File: config.mk
export PLATFORM = sky130hd
export DESIGN_NAME = vec_f2h_pack
export DESIGN_NICKNAME = d
export VERILOG_FILES = /design/src/rtl/f2h_pkg.sv /design/src/rtl/f2h_rst_sync.sv /design/src/rtl/f2h_lane.sv /design/src/rtl/f2h_pack.sv /design/src/rtl/vec_f2h_pack.sv
export SDC_FILE = /design/constraint.sdc
export NUM_CORES = 1
export LEC_CHECK = 0
export BUFFER_PORTS_ARGS = -buffer_cell sky130_fd_sc_hd__buf_2
export CORE_MARGIN = 2
export CORE_UTILIZATION = 58
export CTS_BUF_LIST = sky130_fd_sc_hd__clkbuf_16
export DETAILED_ROUTE_END_ITERATION = 8
export PLACE_DENSITY_LB_ADDON = 0.1
export SETUP_SLACK_MARGIN = 0.5
export SLEW_MARGIN = 5
export SYNTH_ARGS = -nofsm -noshare
export SYNTH_HDL_FRONTEND = slang
export SYNTH_HIERARCHICAL = 1
export SYNTH_SLANG_ARGS = --single-unit
File: constraint.sdc
create_clock -name clk -period 0.8 [get_ports clk]
set_input_delay 0.12 -clock clk [delete_from_list [all_inputs] [get_ports clk]]
set_output_delay 0.12 -clock clk [all_outputs]
set_load 0.03 [all_outputs]
File: src/rtl/f2h_pkg.sv
package f2h_pkg;

  typedef enum logic [1:0] {
    VSZ_SINGLE = 2'd0,
    VSZ_PAIR   = 2'd1,
    VSZ_TRIPLE = 2'd2,
    VSZ_QUAD   = 2'd3
  } vsize_e;

  localparam int SP_W = 32;
  localparam int HP_W = 16;

  localparam logic [HP_W-2:0] HP_INF_MAG  = 15'h7C00;
  localparam logic [HP_W-2:0] HP_QNAN_MAG = 15'h7E00;

  // exponent thresholds of the single-precision input
  localparam logic [7:0] EXP_ALL_ONES  = 8'hFF;
  localparam logic [7:0] EXP_OVF_MIN   = 8'd143;
  localparam logic [7:0] EXP_NORM_MIN  = 8'd113;
  localparam logic [7:0] EXP_DENRM_MIN = 8'd101;

endpackage

File: src/rtl/f2h_rst_sync.sv
module f2h_rst_sync #(
  parameter int STAGES = 2
) (
  input  logic clk,
  input  logic arst_n,
  output logic srst_n
);

  logic [STAGES-1:0] sync_q;
  logic [STAGES-1:0] sync_d;

  always_comb begin
    sync_d = {sync_q[STAGES-2:0], 1'b1};
  end

  always_ff @(posedge clk or negedge arst_n) begin
    if (!arst_n) begin
      sync_q <= '0;
    end else begin
      sync_q <= sync_d;
    end
  end

  assign srst_n = sync_q[STAGES-1];

endmodule

File: src/rtl/f2h_lane.sv
module f2h_lane
  import f2h_pkg::*;
(
  input  logic [SP_W-1:0] sp_i,
  output logic [HP_W-1:0] hp_o
);

  logic        sgn;
  logic [7:0]  ex;
  logic [22:0] mf;

  assign sgn = sp_i[31];
  assign ex  = sp_i[30:23];
  assign mf  = sp_i[22:0];

  // normal-result path: rebias exponent, round mantissa at bit 12
  logic [4:0]  n_exp;
  logic [14:0] n_base;
  logic        n_rnd;
  logic [14:0] n_mag;

  always_comb begin
    n_exp  = ex[4:0] + 5'd16;
    n_base = {n_exp, mf[22:13]};
    n_rnd  = mf[12] & ((|mf[11:0]) | mf[13]);
    n_mag  = n_base + {14'd0, n_rnd};
  end

  // denormal-result path: align hidden-one significand, round at guard
  logic [3:0]  d_sh;
  logic [34:0] d_vec;
  logic [9:0]  d_man;
  logic        d_grd;
  logic        d_stk;
  logic        d_rnd;
  logic [14:0] d_mag;

  always_comb begin
    d_sh  = 4'd0 - ex[3:0];
    d_vec = {1'b1, mf, 11'd0} >> d_sh;
    d_man = d_vec[34:25];
    d_grd = d_vec[24];
    d_stk = |d_vec[23:0];
    d_rnd = d_grd & (d_stk | d_man[0]);
    d_mag = {5'd0, d_man} + {14'd0, d_rnd};
  end

  // class selection
  logic [14:0] mag;

  always_comb begin
    if (ex == EXP_ALL_ONES) begin
      mag = (mf != 23'd0) ? HP_QNAN_MAG : HP_INF_MAG;
    end else if (ex >= EXP_OVF_MIN) begin
      mag = HP_INF_MAG;
    end else if (ex >= EXP_NORM_MIN) begin
      mag = n_mag;
    end else if (ex >= EXP_DENRM_MIN) begin
      mag = d_mag;
    end else begin
      mag = 15'd0;
    end
  end

  assign hp_o = {sgn, mag};

endmodule

File: src/rtl/f2h_pack.sv
module f2h_pack
  import f2h_pkg::*;
#(
  parameter int NUM_ELEM = 4
) (
  input  logic [NUM_ELEM*SP_W-1:0]   elems_i,
  input  vsize_e                     size_i,
  output logic [NUM_ELEM*HP_W-1:0]   words_o,
  output vsize_e                     osize_o,
  output logic                       legal_o
);

  localparam int NUM_WORDS = NUM_ELEM / 2;
  localparam int WORD_W    = 2 * HP_W;

  logic [HP_W-1:0] half [NUM_ELEM];
  logic [1:0]      n_words;

  for (genvar e = 0; e < NUM_ELEM; e++) begin : g_lane
    f2h_lane u_lane (
      .sp_i (elems_i[e*SP_W +: SP_W]),
      .hp_o (half[e])
    );
  end

  always_comb begin
    unique case (size_i)
      VSZ_PAIR: n_words = 2'd1;
      VSZ_QUAD: n_words = 2'd2;
      default:  n_words = 2'd0;
    endcase
    legal_o = (size_i == VSZ_PAIR) || (size_i == VSZ_QUAD);
    osize_o = (size_i == VSZ_QUAD) ? VSZ_PAIR : VSZ_SINGLE;
  end

  for (genvar w = 0; w < NUM_WORDS; w++) begin : g_word
    assign words_o[w*WORD_W +: WORD_W] =
      (n_words > 2'(w)) ? {half[2*w+1], half[2*w]} : '0;
  end

endmodule

File: src/rtl/vec_f2h_pack.sv
module vec_f2h_pack
  import f2h_pkg::*;
#(
  parameter int NUM_ELEM   = 4,
  parameter int RST_STAGES = 2
) (
  input  logic                     clk,
  input  logic                     rst_n,
  input  logic                     in_valid,
  input  logic [1:0]               in_size,
  input  logic [NUM_ELEM*SP_W-1:0] in_data,
  output logic                     out_valid,
  output logic                     out_illegal,
  output logic [1:0]               out_size,
  output logic [NUM_ELEM*HP_W-1:0] out_data
);

  localparam int OUT_W = NUM_ELEM * HP_W;

  logic             rst_sync_n;
  logic [OUT_W-1:0] words;
  vsize_e           osize;
  logic             legal;

  f2h_rst_sync #(.STAGES(RST_STAGES)) u_rst (
    .clk    (clk),
    .arst_n (rst_n),
    .srst_n (rst_sync_n)
  );

  f2h_pack #(.NUM_ELEM(NUM_ELEM)) u_pack (
    .elems_i (in_data),
    .size_i  (vsize_e'(in_size)),
    .words_o (words),
    .osize_o (osize),
    .legal_o (legal)
  );

  logic             valid_d, valid_q;
  logic             illegal_d, illegal_q;
  logic             load_en;
  logic [OUT_W-1:0] data_q;
  logic [1:0]       size_q;

  always_comb begin
    load_en   = in_valid & legal;
    valid_d   = in_valid & legal;
    illegal_d = in_valid & ~legal;
  end

  always_ff @(posedge clk or negedge rst_sync_n) begin
    if (!rst_sync_n) begin
      valid_q   <= 1'b0;
      illegal_q <= 1'b0;
    end else begin
      valid_q   <= valid_d;
      illegal_q <= illegal_d;
    end
  end

  always_ff @(posedge clk) begin
    if (load_en) begin
      data_q <= words;
      size_q <= osize;
    end
  end

  assign out_valid   = valid_q;
  assign out_illegal = illegal_q;
  assign out_size    = size_q;
  assign out_data    = data_q;

endmodule

==> out/qor_table.md, run 1 <==
| Result | This run | Unit |
|---|---|---|
| Last stage reached | 4_1_cts | - |
| Dominant cell type by area after synthesis | edfxtp_1 | - |
| Top FF cell, synth | edfxtp_1 | - |
| Hold Buf Count CTS | 1 | - |
| Outcome | did not finish | - |
| Post-Synthesis Cells | 1,207 | - |
| Distinct cell type count of the synthesized netlist | 60 | - |
| IO Port Bufs | 200 | - |
| CTS H-Tree Depth | 3 | - |
| Number of synthesized register bits | 70 | - |
| Mapped Area | 0.00990 | sq mm |
| Number of instances resized during post-cts repair | 406 | - |
| Clock buffers created by TritonCTS | 9 | - |
| Number of ports placed on the die boundary | 201 | - |
| Fraction of registers with async set or reset after synthesis | 0.0571 | - |
| Error text reported by the tool | [ERROR DPL-0038] Utilization greater than 100%, impossible to legalize | - |
| Yosys warning count | 6 | - |
| Net count after synthesis | 1,372 | - |
| Count of flip-flops with a built-in enable after synthesis | 66 | - |
| Number of cell rows | 47 | - |
| Synth top area cells | edfxtp_1, mux4_2, mux2i_1, nor2_1, ha_1 | - |
| Global placement routability congestion | 1.01 | - |
| Clock root cell | clkbuf_16 | - |
| Clock Sinks | 70 | - |
| Die Ht | 135 | um |
| HPWL after detailed placement | 31,300 | um |
| Share of Yosys cell area claimed by the top area cell type | 0.200 | - |
| Die boundary width | 135 | um |
| Starting Density | 0.595 | - |
| Cell area after placement | 0.0146 | sq mm |
| Buffers inserted by post-CTS timing repair | 77 | - |
| Largest buffer count on any clock path | 2 | - |
| Post-synthesis area per instance | 8.20 | sq um |
| Register area share after synthesis | 0.210 | - |
cell families after synthesis:
family | Yosys count | synth area share
compound gates | 248 | 0.179
xor+xnor | 68 | 0.0602
fa+ha+maj | 32 | 0.0404
buf+inv | 140 | 0.0688
flops | 70 | 0.210
mux | 104 | 0.147
other cells | 2 | 0.000759
simple gates | 543 | 0.293
through the flow:
stage / setup TNS, ns / cells / utilization / setup WS (ns) / hold WS, ns
after detailed placement: -127.29 / 1921 / 0.875 / -2.31 / -0.0854
after global placement: -120.96 / 1921 / 0.875 / -2.23 / -0.0940
after floorplan: -117.44 / 1207 / - / -1.95 / -0.176
cell usage after synthesis, types with 7 or more instances:
library cell	count
buf_2	30
a211oi_1	16
nand3_1	36
xnor2_1	44
buf_6	7
o31a_1	8
a2111oi_0	20
a21oi_1	32
inv_1	32
xor2_1	24
nand2_1	84
o22ai_1	16
nand2b_1	20
nor2_1	136
clkbuf_1	47
mux2_2	8
mux2i_1	64
nor3_1	48
or2_2	8
o21ai_0	48
nor4b_1	12
o21a_1	16
nand4_1	20
and3_1	44
buf_4	16
o221ai_1	8
a221o_1	8
nor2b_1	12
o211ai_1	12
o211a_1	12
edfxtp_1	66
nor4_1	36
o32ai_1	8
and2_1	53
ha_1	32
mux4_2	32
or4b_1	8
==> inputs of run 2 (changes only) <==
--- a/config.mk
+++ b/config.mk
@@ -7,11 +7,9 @@
 export LEC_CHECK = 0
 export BUFFER_PORTS_ARGS = -buffer_cell sky130_fd_sc_hd__buf_2
 export CORE_MARGIN = 2
-export CORE_UTILIZATION = 58
-export CTS_BUF_LIST = sky130_fd_sc_hd__clkbuf_16
+export CORE_UTILIZATION = 40
 export DETAILED_ROUTE_END_ITERATION = 8
-export PLACE_DENSITY_LB_ADDON = 0.1
-export SETUP_SLACK_MARGIN = 0.5
+export PLACE_DENSITY_LB_ADDON = 0.15
 export SLEW_MARGIN = 5
 export SYNTH_ARGS = -nofsm -noshare
 export SYNTH_HDL_FRONTEND = slang
==> out/qor_table.md, run 2 <==
| Result | This run | Unit |
|---|---|---|
| Vias per cell | 5.70 | - |
| Internal Dissipation | 12.7 | mW |
| Leakage | 7.45 | nW |
| Net total in the final layout | 1,981 | - |
| Post-Synthesis Cells | 1,207 | - |
| Share of cells above drive strength 1 | 0.535 | - |
| Clock Sinks | 70 | - |
| Count of antenna-violating nets left after detailed routing | 0 | - |
| Data required time of the worst path | 0.99 | ns |
| IO Port Bufs | 200 | - |
| Clk pin slew, worst setup/hold paths | 0.06 | ns |
| Share of the cycle needed by the critical path after routing | 3.14 | - |
| Portion of total power attributed to the clock network | 0.225 | - |
| Arrival time reported for the critical path endpoint | 2.71 | ns |
| Die boundary width | 161 | um |
| Most used cells in the layout excluding fill and tap cells | buf_4, buf_6, nor2_1, buf_2, nand2_1 | - |
| Outcome | finished, violations left | - |
| Max Freq | 398 | MHz |
| Dominant cell type by area after synthesis | edfxtp_1 | - |
| Number of flip-flops in the largest register | 64 | - |
| Detailed-routing iteration count for the pre-antenna-repair pass | 7 | - |
| Hold violation total from the final report | 0 | - |
| Count of flip-flops with a built-in enable after synthesis | 66 | - |
| Least setup slack across all paths after layout | -1.72 | ns |
| Total wirelength of the detailed-routed design | 38,900 | um |
| Switching Power | 6.72 | mW |
| Post-synthesis area per instance | 8.20 | sq um |
| CTS tree | built | - |
| Sort of element at the start of the critical path | input pin | - |
| Number of cell rows | 57 | - |
| Congestion Overflow GR | 0 | - |
| Die Ht | 161 | um |
| Number of ports placed on the die boundary | 201 | - |
| Final clock skew | 0.00282 | ns |
| Count of final setup violators | 128 | - |
| Violations in the final reports | negative setup slack | - |
| Most common cell after layout, fill and taps aside | buf_4 | - |
| Global placement routability congestion | 0.943 | - |
| Average detailed-routed wire length per instance | 18.1 | um |
| Distinct cell type count of the synthesized netlist | 60 | - |
| Yosys warning count | 6 | - |
| Startpoint-to-endpoint class of the critical path | input pin to flip-flop | - |
| Die Area | 0.0260 | sq mm |
| Cell count after placement | 2,048 | - |
| Sw Ratio | 0.346 | - |
| Count of non-filler cells in the finished layout | 2,147 | - |
| Register area share after synthesis | 0.210 | - |
| Largest buffer count on any clock path | 2 | - |
| Type of element capturing the critical path | flip-flop | - |
| Starting Density | 0.407 | - |
| Mapped Area | 0.00990 | sq mm |
| Top fanout value on the critical path | 7 | - |
| CTS H-Tree Depth | 3 | - |
| Number of maximum-capacitance violations | 0 | - |
| First-pass GRT wire length | 59,400 | um |
| Max-slew violation count | 0 | - |
| Initial antenna violation count | 2 | - |
| Worst min-delay path class | flip-flop to async pin | - |
| Number of inserted filler cells in the final layout | 1,739 | - |
| Minimum clock period after layout | 2.52 | ns |
| Worst IR drop on VDD | 0.844 | mV |
| Core ar. | 0.0243 | sq mm |
| RSZ-0062 raised after global routing | yes | - |
| Power share of the sequential group | 0.226 | - |
| Via count of the first global-routing pass | 11,900 | - |
| Fraction of registers with async set or reset after synthesis | 0.0571 | - |
| Number of synthesized register bits | 70 | - |
| Area Growth Syn to Fin | 78.7 | % |
| Fraction of power consumed by combinational cells | 0.549 | - |
| Net count after synthesis | 1,372 | - |
| Overall track demand over capacity in global routing | 0.278 | - |
| Iteration-0 DRC count of the detailed router | 955 | - |
| Synth top area cells | edfxtp_1, mux4_2, mux2i_1, nor2_1, ha_1 | - |
| Top cells by count, synth | nor2_1, nand2_1, edfxtp_1, mux2i_1, and2_1 | - |
| Clock buffers created by TritonCTS | 9 | - |
| Clock network latency to the later pin of the worst-skew pair | 0.33 | ns |
| Worst slew pin tran | 0.722 | ns |
| Share of Yosys cell area claimed by the top area cell type | 0.200 | - |
| Number of design rule violations left after detail routing | 0 | - |
| Clock root cell | clkbuf_16 | - |
| Routed via count | 12,200 | - |
| Top-count cell post-synth | nor2_1 | - |
| Summed negative setup slack over all endpoints | -99.32 | ns |
| Power density cells | 1100 | mW/mm^2 |
| Worst slew margin | 0.519 | - |
| HPWL after detailed placement | 29,000 | um |
| Top FF cell, synth | edfxtp_1 | - |
| Largest net degree at the start of global routing | 37 | - |
-- run 2: cell counts after synthesis --
Identical to the previous run, type by type.
-- run 2: cell families (layout without fill, tap and decap cells) --
| logic type | count (synthesis) | in the layout | share of synthesized area |
|---|---|---|---|
| other cells | 2 | 4 | 0.000759 |
| mux | 104 | 104 | 0.147 |
| fa+ha+maj | 32 | 32 | 0.0404 |
| xor+xnor | 68 | 68 | 0.0602 |
| flops | 70 | 70 | 0.210 |
| buf+inv | 140 | 754 | 0.0688 |
| simple gates | 543 | 543 | 0.293 |
| compound gates | 248 | 248 | 0.179 |
-- run 2: timing repair --
action / 4_1_cts / 5_1_grt
gates resized for setup: 301 / 122
buffers inserted: 60 / 28
hold buffers: 1 / 0
endpoints found under the setup margin: 128 / 128
endpoints found under the hold margin: 2 / 0
cloned: 1 / 3
pin swaps: 135 / 81
-- run 2: cell type report --
cell class	instances	area, sq um	area share
clock inverters	5	81.3	0.00460
well taps	324	405	0.0229
flip-flops and latches	70	2080	0.118
inverters	36	230	0.0130
diodes	2	5.00	0.000283
clock buffers	11	253	0.0143
repair buffers	702	5940	0.336
multi-input cells	997	8690	0.491
-- run 2: path summary, 6_finish.rpt --
check                      cells past startpoint  slack [ns]              end             from
min reg2reg                                    0        0.02      out_illegal  u_rst/sync_q[1]
max in group asynchronous                      2        0.58  u_rst/sync_q[1]            rst_n
min in group clk                               2        0.08     out_data[15]      in_data[31]
min                                            0        0.02      out_illegal  u_rst/sync_q[1]
max reg2reg                                    0        0.33  u_rst/sync_q[1]  u_rst/sync_q[0]
max                                           14       -1.72     out_data[40]      in_data[87]
-- run 2: metal layers --
metal / vias to the layer above / GRT usage / routed length, um / part of all wire
li1: 5790 / - / - / -
met1: 5803 / 0.347 / 15700 / 0.40
met2: 530 / 0.504 / 19700 / 0.51
met3: 109 / 0.0262 / 2140 / 0.055
met4: 0 / 0.0905 / 1310 / 0.034
met5: - / 0 / 0 / 0
-- run 2: worst max-delay path: stages --
cell	delay (ns)
buf_12	0.10
inv_8	0.04
ha_4	0.32
mux4_2	0.54
o211a_1	0.15
a221o_1	0.30
and2_4	0.16
ha_4	0.17
nand2b_4	0.07
buf_6	0.10
nor4_2	0.04
xnor2_1	0.14
o32ai_1	0.28
and3_1	0.20
-- run 2: through the flow --
step                cell area (sq um)  power, mW  hold slack (ns)  utilization  setup WS, ns
floorplan                       10900       9.38           -0.176            -         -1.95
global placement                14900       12.9          -0.0915        0.613         -2.10
detailed placement              14900       13.1          -0.0919        0.613         -2.23
CTS                             16900       18.5           0.0244        0.693         -1.67
global route                    17700       20.3           0.0368        0.727         -1.76
finish                          17700       19.4           0.0220        0.727         -1.72
-- run 2: power by group through the flow --
stage          clock network, mW  registers (mW)  logic, mW
3_3_place_gp                   0            4.41       8.54
3_5_place_dp                   0            4.41       8.65
2_1_floorplan                  0            4.85       4.53
6_report                    4.37            4.39       10.7
5_1_grt                     4.62            4.41       11.3
4_1_cts                     4.44            4.39       9.71
Power figures use the tool's default switching activity.
